[config.mk]
export PLATFORM = sky130hd
export DESIGN_NAME = dio_grouped_port
export DESIGN_NICKNAME = d
export VERILOG_FILES = /design/src/rtl/dio_pkg.sv /design/src/rtl/dio_sync.sv /design/src/rtl/dio_host_regs.sv /design/src/rtl/dio_grouped_port.sv
export SDC_FILE = /design/constraint.sdc
export NUM_CORES = 1
export LEC_CHECK = 0
export BUFFER_PORTS_ARGS = -buffer_cell sky130_fd_sc_hd__buf_4
export CAP_MARGIN = 10
export CELL_PAD_IN_SITES_DETAIL_PLACEMENT = 2
export CELL_PAD_IN_SITES_GLOBAL_PLACEMENT = 2
export CORE_UTILIZATION = 28
export DETAILED_ROUTE_END_ITERATION = 16
export PLACE_DENSITY = 0.72
export SLEW_MARGIN = 5
export SYNTH_ARGS = -nofsm -noshare
export SYNTH_HDL_FRONTEND = slang
export SYNTH_SLANG_ARGS = --single-unit
[constraint.sdc]
create_clock -name clk -period 1.4 [get_ports clk]
set_clock_uncertainty 0.1 [all_clocks]
set_input_delay 0.14 -clock clk [delete_from_list [all_inputs] [get_ports clk]]
set_output_delay 0.14 -clock clk [all_outputs]
set_load 0.01 [all_outputs]
[src/rtl/dio_pkg.sv]
package dio_pkg;

    localparam int GROUPS  = 4;
    localparam int GRP_W   = 8;
    localparam int LINES   = GROUPS * GRP_W;

    localparam logic [7:0] OFS_IDENT  = 8'h00;
    localparam logic [7:0] OFS_DATA0  = 8'h80;
    localparam logic [7:0] OFS_DATA1  = 8'h81;
    localparam logic [7:0] OFS_DATA2  = 8'hC0;
    localparam logic [7:0] OFS_DATA3  = 8'hC1;
    localparam logic [7:0] OFS_DIRENA = 8'h82;
    localparam logic [7:0] OFS_CTL_LO = 8'h83;
    localparam logic [7:0] OFS_CTL_HI = 8'hC3;

    localparam int CTL_LATCH_BIT = 7;
    localparam int CTL_LOWER_BIT = 4;
    localparam int CTL_UPPER_BIT = 1;

    typedef struct packed {
        logic       hit;
        logic [1:0] grp;
    } grp_sel_t;

    typedef struct packed {
        logic [GROUPS-1:0] out_sel;
        logic [GROUPS-1:0] buf_off;
    } dir_fields_t;

    function automatic grp_sel_t decode_data(input logic [7:0] a);
        grp_sel_t s;
        s.hit = 1'b1;
        s.grp = 2'd0;
        case (a)
            OFS_DATA0: s.grp = 2'd0;
            OFS_DATA1: s.grp = 2'd1;
            OFS_DATA2: s.grp = 2'd2;
            OFS_DATA3: s.grp = 2'd3;
            default:   s.hit = 1'b0;
        endcase
        return s;
    endfunction

    function automatic dir_fields_t split_dir(input logic [7:0] b);
        dir_fields_t f;
        f.out_sel = {b[7], b[6], b[3], b[2]};
        f.buf_off = {b[5], b[4], b[1], b[0]};
        return f;
    endfunction

    function automatic logic [7:0] pack_ctl(input logic lower_in, input logic upper_in);
        logic [7:0] v;
        v = 8'h00;
        v[CTL_LOWER_BIT] = lower_in;
        v[CTL_UPPER_BIT] = upper_in;
        return v;
    endfunction

endpackage

[src/rtl/dio_sync.sv]
module dio_sync #(
    parameter int WIDTH  = 32,
    parameter int STAGES = 2
) (
    input  logic             clk,
    input  logic             rst,
    input  logic [WIDTH-1:0] d_async,
    output logic [WIDTH-1:0] q_sync
);
    logic [STAGES-1:0][WIDTH-1:0] chain;

    genvar s;
    generate
        for (s = 0; s < STAGES; s++) begin : g_stage
            always_ff @(posedge clk) begin
                if (rst)
                    chain[s] <= '0;
                else if (s == 0)
                    chain[s] <= d_async;
                else
                    chain[s] <= chain[(s == 0) ? 0 : s-1];
            end
        end
    endgenerate

    assign q_sync = chain[STAGES-1];
endmodule

[src/rtl/dio_host_regs.sv]
module dio_host_regs
    import dio_pkg::*;
(
    input  logic                         clk,
    input  logic                         rst,
    input  logic                         wr,
    input  logic [7:0]                   addr,
    input  logic [7:0]                   wdata,
    output logic [GROUPS-1:0][GRP_W-1:0] latch,
    output logic [7:0]                   dir_byte,
    output logic [GROUPS-1:0]            grp_input
);
    grp_sel_t sel;
    assign sel = decode_data(addr);

    always_ff @(posedge clk) begin
        if (rst) begin
            latch     <= '0;
            dir_byte  <= 8'h00;
            grp_input <= '1;
        end else if (wr) begin
            if (sel.hit)
                latch[sel.grp] <= wdata;
            if (addr == OFS_DIRENA)
                dir_byte <= wdata;
            if (addr == OFS_CTL_LO && wdata[CTL_LATCH_BIT]) begin
                grp_input[0] <= wdata[CTL_LOWER_BIT];
                grp_input[1] <= wdata[CTL_UPPER_BIT];
            end
            if (addr == OFS_CTL_HI && wdata[CTL_LATCH_BIT]) begin
                grp_input[2] <= wdata[CTL_LOWER_BIT];
                grp_input[3] <= wdata[CTL_UPPER_BIT];
            end
        end
    end

    // control write without the latch flag leaves input flags alone
    a_r2_latch_flag_needed: assert property (@(posedge clk) disable iff (rst)
        (wr && (addr == OFS_CTL_LO || addr == OFS_CTL_HI) && !wdata[CTL_LATCH_BIT])
        |=> $stable(grp_input));

    // a data write lands in the matching latch one cycle later
    a_r4_latch_load: assert property (@(posedge clk) disable iff (rst)
        (wr && addr == OFS_DATA0) |=> (latch[0] == $past(wdata)));
endmodule

[src/rtl/dio_grouped_port.sv]
module dio_grouped_port
    import dio_pkg::*;
#(
    parameter logic [4:0] BOARD_CODE  = 5'h1D,
    parameter int         SYNC_STAGES = 2
) (
    input  logic             clk,
    input  logic             rst,
    input  logic             bus_wr,
    input  logic             bus_rd,
    input  logic [7:0]       bus_addr,
    input  logic [7:0]       bus_wdata,
    output logic [7:0]       bus_rdata,
    input  logic [2:0]       slot_empty,
    input  logic [LINES-1:0] pad_in,
    output logic [LINES-1:0] pad_out,
    output logic [LINES-1:0] pad_oe
);
    logic [GROUPS-1:0][GRP_W-1:0] latch;
    logic [7:0]                   dir_byte;
    logic [GROUPS-1:0]            grp_input;
    logic [GROUPS-1:0][GRP_W-1:0] pad_sync;
    logic [LINES-1:0]             pad_sync_flat;
    dir_fields_t                  dir_f;
    grp_sel_t                     rd_sel;

    dio_host_regs u_regs (
        .clk       (clk),
        .rst       (rst),
        .wr        (bus_wr),
        .addr      (bus_addr),
        .wdata     (bus_wdata),
        .latch     (latch),
        .dir_byte  (dir_byte),
        .grp_input (grp_input)
    );

    dio_sync #(.WIDTH(LINES), .STAGES(SYNC_STAGES)) u_sync (
        .clk     (clk),
        .rst     (rst),
        .d_async (pad_in),
        .q_sync  (pad_sync_flat)
    );
    assign pad_sync = pad_sync_flat;

    assign dir_f = split_dir(dir_byte);

    genvar g;
    generate
        for (g = 0; g < GROUPS; g++) begin : g_grp
            logic drive;
            assign drive = dir_f.out_sel[g] && !dir_f.buf_off[g] && !grp_input[g];
            assign pad_oe [g*GRP_W +: GRP_W] = {GRP_W{drive}};
            assign pad_out[g*GRP_W +: GRP_W] = latch[g];

            // all eight enables of a group agree
            a_r8_group_uniform: assert property (@(posedge clk) disable iff (rst)
                ($countones(pad_oe[g*GRP_W +: GRP_W]) == 0) ||
                ($countones(pad_oe[g*GRP_W +: GRP_W]) == GRP_W));
        end
    endgenerate

    assign rd_sel = decode_data(bus_addr);

    always_ff @(posedge clk) begin
        if (rst) begin
            bus_rdata <= 8'h00;
        end else if (bus_rd) begin
            if (rd_sel.hit)
                bus_rdata <= pad_sync[rd_sel.grp];
            else begin
                case (bus_addr)
                    OFS_IDENT:  bus_rdata <= {slot_empty[0], slot_empty[1], slot_empty[2], BOARD_CODE};
                    OFS_DIRENA: bus_rdata <= dir_byte;
                    OFS_CTL_LO: bus_rdata <= pack_ctl(grp_input[0], grp_input[1]);
                    OFS_CTL_HI: bus_rdata <= pack_ctl(grp_input[2], grp_input[3]);
                    default:    bus_rdata <= 8'h00;
                endcase
            end
        end
    end

    // driver enables only move after a bus write
    a_r3_oe_write_only: assert property (@(posedge clk) disable iff (rst)
        !$past(bus_wr) |-> $stable(pad_oe));

    // read data holds between read strobes
    a_r5_rdata_hold: assert property (@(posedge clk) disable iff (rst)
        !$past(bus_rd) |-> $stable(bus_rdata));

    // identification read carries the board code
    a_r6_ident_code: assert property (@(posedge clk) disable iff (rst)
        (bus_rd && bus_addr == OFS_IDENT) |=> (bus_rdata[4:0] == BOARD_CODE));
endmodule

After elaboration in Yosys (flattened, before gate mapping)
Index checks and enable logic that the tools add are counted. Widths: inputs -> output; s select.

Register bits: 116. Logic and storage cells: 53.

Equality and inequality tests: 7. Reductions and logical operators: 25. Multiplexer cells: 9. $lt $le $gt $ge: 2.

Operators by type and width (number): $eq 8x8->1 const B (7); $bwmux 32 (1); $pmux 8 s4 (1); $mux 8 (3); $bmux 8 s2 (1); $demux 8 s2 (1); $logic_and 1x1->1 (11); $logic_not 1->1 (8); $logic_not 8->1 (1); $reduce_and 2->1 (4); $pmux 2 s3 (1); $reduce_or 4->1 (1); $lt 2x3->1 const B (1); $ge 2x1->1 const B (1); $mux 1 (1).

Logic depth before layout (Yosys ltp)
Gate-level depths: netlist of the first run.

Depth in word-level cells: 7. Depth in mapped cells: 6.

Hierarchy
Synthesis of the first run repeated with hierarchy kept, for this count alone.

Cells, all modules: 447. Area total of the unflattened synthesis: 5028.6 sq um.

By module, submodules not included: dio_sync (seq. area each 1281.2 sq um, instances 1, cells an instance 167, area each 2158.3 sq um); dio_host_regs (seq. area each 880.8 sq um, instances 1, cells an instance 170, area each 1856.8 sq um); dio_grouped_port (seq. area each 160.2 sq um, instances 1, cells an instance 110, area each 1013.5 sq um).

Least setup slack after synthesis of the first run
No wires, ideal clock.

Path type: input port to flip-flop. From: input port bus_addr[5]. To: register u_regs.latch[16] (netlist bit). Data required time: 1.172 ns. Arrival: 1.323 ns. Library setup time: 0.128 ns. Stages: 5. Setup slack: -0.151 ns. Path through: or3b_1 buf_6 nor3_4 mux2i_1 nor2_1.

Cells in the longest elaborated chain, start to end: 7. Elaborated cells on any way between the ends: 14. Those cells by class: order compare: 2; eq/ne: 4; mux: 5; reduce/logical: 3.

Ends and longest elaborated chain: from (decl) (line dio_grouped_port.sv:11) `input logic [7:0] bus_addr,`; $eq 8x8->1 (line dio_pkg.sv:34) `case (a)`; $pmux 2 s3 (line dio_pkg.sv:34); $lt 2x3->1 (implied by the code) / $ge 2x1->1 (equally long branches) (line dio_host_regs.sv:23) `latch[sel.grp] <= wdata;`; $logic_and 1x1->1 (implied by the code) (line dio_host_regs.sv:23); $mux 8 (implied by the code) (line dio_host_regs.sv:23); $demux 8 s2; $bwmux 32 (line dio_host_regs.sv:23); to (signal, indexed assignment) (line dio_host_regs.sv:23); to (decl) (line dio_host_regs.sv:9) `output logic [GROUPS-1:0][GRP_W-1:0] latch,`.

Parallel ways exist; a longest one is shown, timed or not. A chain may end at the register's enable or synchronous reset.

Worst setup path in the final report of the first run
From: register u_regs.dir_byte[5]. To: output port pad_oe[30].

Cells in the longest elaborated chain, start to end: 3.

Ends and longest elaborated chain: from (decl) (line dio_host_regs.sv:10) `output logic [7:0] dir_byte,`; from (signal assigned) (line dio_host_regs.sv:25) `dir_byte <= wdata;`; $logic_not 1->1 (line dio_grouped_port.sv:52) `assign drive = dir_f.out_sel[g] && !dir_f.buf_off[g] && !grp_input[g];`; $logic_and 1x1->1 (2 in series) (line dio_grouped_port.sv:52); to (decl) (line dio_grouped_port.sv:17) `output logic [LINES-1:0] pad_oe`.

No other way between the ends.

==> flow_summary_export.csv, run 1 <==
group,metric,value,unit
run_status,status,"complete, but fails checks",
run_status,violations,"negative setup slack",
pwr,p_total,8.587,mW
placement,placedCellCount,741,
routing,vias,3625,
yosys,yosysTopAreaCell,"dfxtp_1",
layout,diodes,0,
grt,grt_pass1_vias,3996,
layout,final_cell_area,6939,sq um
grt,grt_max_degree,52,
placement,dp.final_hpwl,9411,microns
floorplanning,die-area,16190,sq um
floorplanning,num_rows,45,
grt,track_usage,0.1876,
sta,max_freq,663.2,MHz
yosys,ys_top_cells_by_area,"dfxtp_1, nor2b_1, mux2i_1, buf_4, nor2_1",
worst_setup_path,worstPathRequired,1.16,ns
grt,grt_overflow_total,0,
worst_hold_path,hp-class,"primary input to flop",
sta,grt_setup_unrepaired,"true",
grt,grt_pass1_wl,22460,microns
pwr,p_per_area,1238,nW/um^2
worst_setup_path,worstSetupPathType,"flop to output port",
clock_tree,cts_root_buffer,"clkbuf_16",
routing,drc,0,
clock_tree,clk_pin_slew_worst_paths,0.05,ns
sta,holdWs,0.07645,ns
grt,grt-busiest-layer,"met2",
layout,layout.nets,655,
sta,hold_viol,0,
yosys,postSynthAreaPerCell,10.48,sq um
pwr,ir_worst_vdd,0.7406,mV
floorplanning,num_io_pins,127,
worst_setup_path,crit_fanout,8,
sta,finalCritPeriodShare,1.077,
placement,place_area,5645,sq um
layout,layout-drive-gt1-share,0.3889,
sta,fin_crit,1.508,ns
clock_tree,cts_tree,"done",
layout,fillCellCount,1539,
grt,grt_util_met2,0.3588,
sta,tightestPinTransition,0.5003,ns
run,maxCapViolCount,0,
layout,area_delta_synth_final,57.96,%
layout,final_common_cell,"buf_4",
clock_tree,ctsHtreeMaxLevel,4,
yosys,yosysWarnings,0,
sta,finalSetupViolations,32,
floorplanning,start_util,0.2879,
yosys,synth_nets,474,
yosys,syn-cell-area,4393,sq um
layout,layout.area.seq,2350,sq um
floorplanning,die_x,127.3,microns
floorplanning,die_h,127.3,microns
floorplanning,core-area,15260,sq um
routing,drt_iter0_markers,93,
yosys,seq_area_frac_synth,0.5286,
yosys,syn_inst,419,
grt,grt_use_met3,0.04732,
pwr,p_leak,3.020,nW
yosys,yosysTopAreaCellShare,0.5286,
placement,gp_congestion,0.7444,
yosys,synth.distinct_cells,40,
grt,met1_usage,0.1975,
routing,wl,14320,microns
clock_tree,clk_latency,0.41,ns
worst_setup_path,critPathCaptureType,"output port",
sta,finalSetupTns,-2.773,ns
layout,mostFrequentLayoutCells,"buf_4, dfxtp_1, nor2b_1, nor2_1, dlygate4sd3_1",
routing,ant_nets,0,
layout,multi_input_area,1793,sq um
routing,detail_route.wl_per_cell,17.40,microns
sta,setup_ws,-0.1079,ns
sta,slew_headroom,0.6664,
routing,via_per_inst,4.405,
yosys,ys_ff_latch,116,
placement,port_buffers,126,
sta,drv_slew,0,
layout,layout.cells.non_filler,823,
grt,antenna_found_initial,0,
worst_setup_path,arrival,1.27,ns
routing,drt-pass1-iter-count,4,
clock_tree,clockBufferDepth,2,
clock_tree,clkSinkCount,116,
clock_tree,cts_buffers,17,
worst_setup_path,start_kind,"flop",
## sequential cells by signal (all words and copies together) (netlist names)
name / cells
bus_rdata: 8
u_sync.q_sync: 32
u_regs.dir_byte: 8
u_regs.latch: 32
u_sync.chain: 32
u_regs.grp_input: 4
## logic make-up after synthesis
kind of cell	synth area share
compound gates	0.04785
buf+inv	0.08117
mux	0.1148
simple gates	0.2276
flops	0.5286
## cell type report
class                      instances  area share
sequential                       116      0.3386
timing repair buffer             217      0.2744
multi-input combinational        246      0.2584
clock buffer                      24     0.07230
tap                              211     0.03805
clock inverter                     7     0.01713
inverter                           2    0.001082
## worst paths after layout
kind	from	end	slack, ns	cells after the start
max	u_regs.dir_byte[5]$_SDFFE_PP0P_	pad_oe[30]	-0.11	3
min	rst	u_sync.chain[7]$_SDFF_PP0_	0.08	3
max reg2reg	u_regs.dir_byte[1]$_SDFFE_PP0P_	bus_rdata[1]$_SDFFE_PP0P_	0.13	4
min reg2reg	u_sync.chain[7]$_SDFF_PP0_	u_sync.q_sync[7]$_SDFF_PP0_	0.34	1
## per-layer routing
| metal | wire [microns] | share of wire | up-vias |
|---|---|---|---|
| met5 | 0 | 0 | - |
| met4 | 176 | 0.012 | 0 |
| met3 | 496 | 0.035 | 18 |
| met2 | 7811 | 0.55 | 84 |
| met1 | 5833 | 0.41 | 1772 |
| li1 | - | - | 1751 |
## where the power goes
part	switching, mW	internal (mW)
Sequential	0.0316	3.39
Clock	1.51	3.03
Combinational	0.278	0.346
Total	1.82	6.77
## cells in the mapped netlist, drive strengths merged
cell type  count
a31oi          2
buf           40
nor4           5
a211oi         3
o21ai          1
a211o          6
a21o           1
nand2         10
dfxtp        116
nor3b          9
o22ai          2
nand3b         1
mux2           1
nand4b         2
inv            2
and2           2
nor2b         65
a221oi         2
a32oi          1
nor3          11
a21oi         11
or3b           1
nand3         10
clkbuf        15
mux4           5
mux2i         38
nor2          45
nor4b          2
nand4          6
or3            1
nor4bb         1
o21bai         2
## critical path: stages, from the launching register on
cell and delay (ns):
dfxtp_4 0.35, nor3b_4 0.21, buf_6 0.18, buf_6 0.11
## stage by stage
stage / setup slack, ns / util
global route: -0.1735 / 0.4548
global placement: -0.2350 / 0.3700
CTS: -0.1582 / 0.4537
floorplan: -0.08856 / -
finish: -0.1079 / 0.4548
detailed placement: -0.2975 / 0.3700
## repair_timing
action	CTS	global route
pin swaps	4	2
gates cloned	0	0
setup endpoints to repair	32	33
hold buffers	43	0
hold endpoints to repair	75	0
gates resized for setup	49	5
buffers inserted	8	0
(Power assumes the default switching activity.)
==> run 2: changes to the inputs <==
CORE_MARGIN = 5   (was not set)
==> flow_summary_export.csv, run 2 (same netlist as run 1, synthesis figures left out) <==
group,metric,value,unit
clock_tree,cts_root_buffer,"clkbuf_16",
worst_setup_path,arrival,1.28,ns
floorplanning,num_io_pins,127,
layout,layout.nets,660,
run_status,violations,"negative setup slack",
sta,tightestPinTransition,0.4392,ns
floorplanning,core-area,15310,sq um
floorplanning,start_util,0.2868,
worst_setup_path,r2r_slack,0.13,ns
worst_setup_path,worstSetupPathType,"flop to output port",
clock_tree,clk_pin_slew_worst_paths,0.06,ns
grt,antenna_found_initial,0,
worst_setup_path,cp_num_cells,3,
routing,drt_iter0_markers,97,
worst_setup_path,critPathCaptureType,"output port",
worst_hold_path,hp-class,"primary input to flop",
grt,track_usage,0.1821,
routing,drc,0,
floorplanning,die-area,18290,sq um
sta,holdWs,0.03220,ns
sta,slew_headroom,0.7031,
worst_setup_path,crit_family,"flip-flops",
clock_tree,cts_buffers,17,
layout,post-route-util,0.4546,
placement,gp_congestion,0.7990,
grt,grt_pass1_wl,25000,microns
clock_tree,clockBufferDepth,2,
clock_tree,cts_tree,"done",
grt,grt_overflow_total,0,
sta,fin_crit,1.524,ns
pwr,p_total,8.572,mW
routing,detail_route.wl_per_cell,19.28,microns
layout,layout-drive-gt1-share,0.3948,
worst_setup_path,critPathLaunch,"u_regs.grp_input[3]$_SDFFE_PP1P_",
sta,grt_setup_unrepaired,"true",
routing,drt-pass1-iter-count,4,
layout,diodes,0,
routing,via_per_inst,4.484,
clock_tree,ctsHtreeMaxLevel,4,
worst_setup_path,cp-endpoint,"pad_oe[31]",
routing,ant_nets,0,
sta,max_freq,656.1,MHz
run_status,status,"complete, but fails checks",
floorplanning,num_rows,45,
pwr,p_leak,3.043,nW
worst_setup_path,max_stage_delay,0.35,ns
sta,finalSetupViolations,32,
sta,hold_viol,0,
pwr,p_per_area,1231,nW/um^2
routing,wl,15980,microns
worst_setup_path,r2r_start,"u_regs.grp_input[1]$_SDFFE_PP1P_",
clock_tree,clk_latency,0.43,ns
layout,layout.cells.non_filler,829,
placement,dp.final_hpwl,9881,microns
run,maxCapViolCount,0,
floorplanning,die_x,135.3,microns
pwr,ir_worst_vdd,0.8270,mV
sta,drv_slew,0,
grt,grt_pass1_vias,4333,
worst_setup_path,path_cells,"nor3b_4 -> buf_6 -> buf_4",
worst_setup_path,start_kind,"flop",
worst_setup_path,cpMaxStageDelayCell,"dfxtp_4",
layout,mostFrequentLayoutCells,"buf_4, dfxtp_1, nor2b_1, nor2_1, dlygate4sd3_1",
worst_setup_path,worstPathRequired,1.16,ns
placement,placedCellCount,742,
layout,area_delta_synth_final,58.47,%
sta,finalCritPeriodShare,1.089,
worst_setup_path,r2r_cells,4,
sta,setup_ws,-0.1242,ns
clock_tree,clkSinkCount,116,
worst_setup_path,cp_num_buf_inv,2,
layout,final_common_cell,"buf_4",
placement,port_buffers,126,
routing,vias,3717,
worst_setup_path,r2r_end,"bus_rdata[1]$_SDFFE_PP0P_",
grt,grt_max_degree,52,
floorplanning,die_h,135.3,microns
worst_setup_path,crit_fanout,8,
run 2: changes by cell type in the layout (fill, tap and decap cells not counted):
cell and change:
buf_4 +4, clkbuf_8 -4, clkinv_2 +2, dfxtp_2 +2, dfxtp_4 -2, a211oi_1 +1, a211oi_2 -1, buf_12 +1
clkinv_4 +1, clkinvlp_4 +1, inv_6 +1, or3b_1 -1, or3b_4 +1
run 2: report_power, final:
| part | internal [mW] | switching [mW] |
|---|---|---|
| clock | 2.84 | 1.65 |
| combinational | 0.353 | 0.291 |
| sequential | 3.40 | 0.0381 |
| total | 6.59 | 1.98 |
run 2: worst min-delay path, stage by stage:
cell and delay [ns]:
buf_4 0.09, a221oi_1 0.07, nor3_1 0.20
run 2: per-layer routing:
layer	part of all wire	vias up	GRT usage
met4	0.017	0	0.06663
met5	0	-	0
met1	0.37	1830	0.1874
met3	0.046	19	0.04755
li1	-	1764	-
met2	0.57	104	0.3509
run 2: metrics by stage:
step	worst slack (ns)	TNS (ns)	cell area (sq um)
2_1_floorplan	-0.08856	-1.929	4425
3_3_place_gp	-0.2493	-8.462	5665
3_5_place_dp	-0.2947	-9.988	5665
4_1_cts	-0.1753	-3.490	6937
5_1_grt	-0.1793	-3.984	6962
6_report	-0.1242	-2.489	6962
run 2: how the worst min path moves through the flow:
stage | from | end | slack [ns] | cells after the start
6_report | slot_empty[2] | bus_rdata[5]$_SDFFE_PP0P_ | 0.03 | 3
5_1_grt | bus_rd | bus_rdata[2]$_SDFFE_PP0P_ | 0.04 | 3
4_1_cts | bus_rd | bus_rdata[2]$_SDFFE_PP0P_ | 0.02 | 3
3_5_place_dp | pad_in[10] | u_sync.chain[10]$_SDFF_PP0_ | 0.26 | 2
3_3_place_gp | pad_in[23] | u_sync.chain[23]$_SDFF_PP0_ | 0.25 | 2
2_1_floorplan | pad_in[0] | u_sync.chain[0]$_SDFF_PP0_ | 0.17 | 1
run 2: repair_timing:
action / 4_1_cts / 5_1_grt
cloned: 0 / 0
setup endpoints to repair: 32 / 35
buffers inserted: 11 / 1
pin swaps: 4 / 2
resized for setup: 48 / 4
endpoints found under the hold margin: 77 / 0
hold buffers: 43 / 0
run 2: cell type report:
type / instances / area (sq um)
clock buffers: 20 / 446.7
fillers: 1578 / 8353
repair buffers: 222 / 1954
inverters: 2 / 7.507
flip-flops and latches: 116 / 2345
well taps: 211 / 264.0
multi-input cells: 246 / 1790
clock inverters: 12 / 153.9
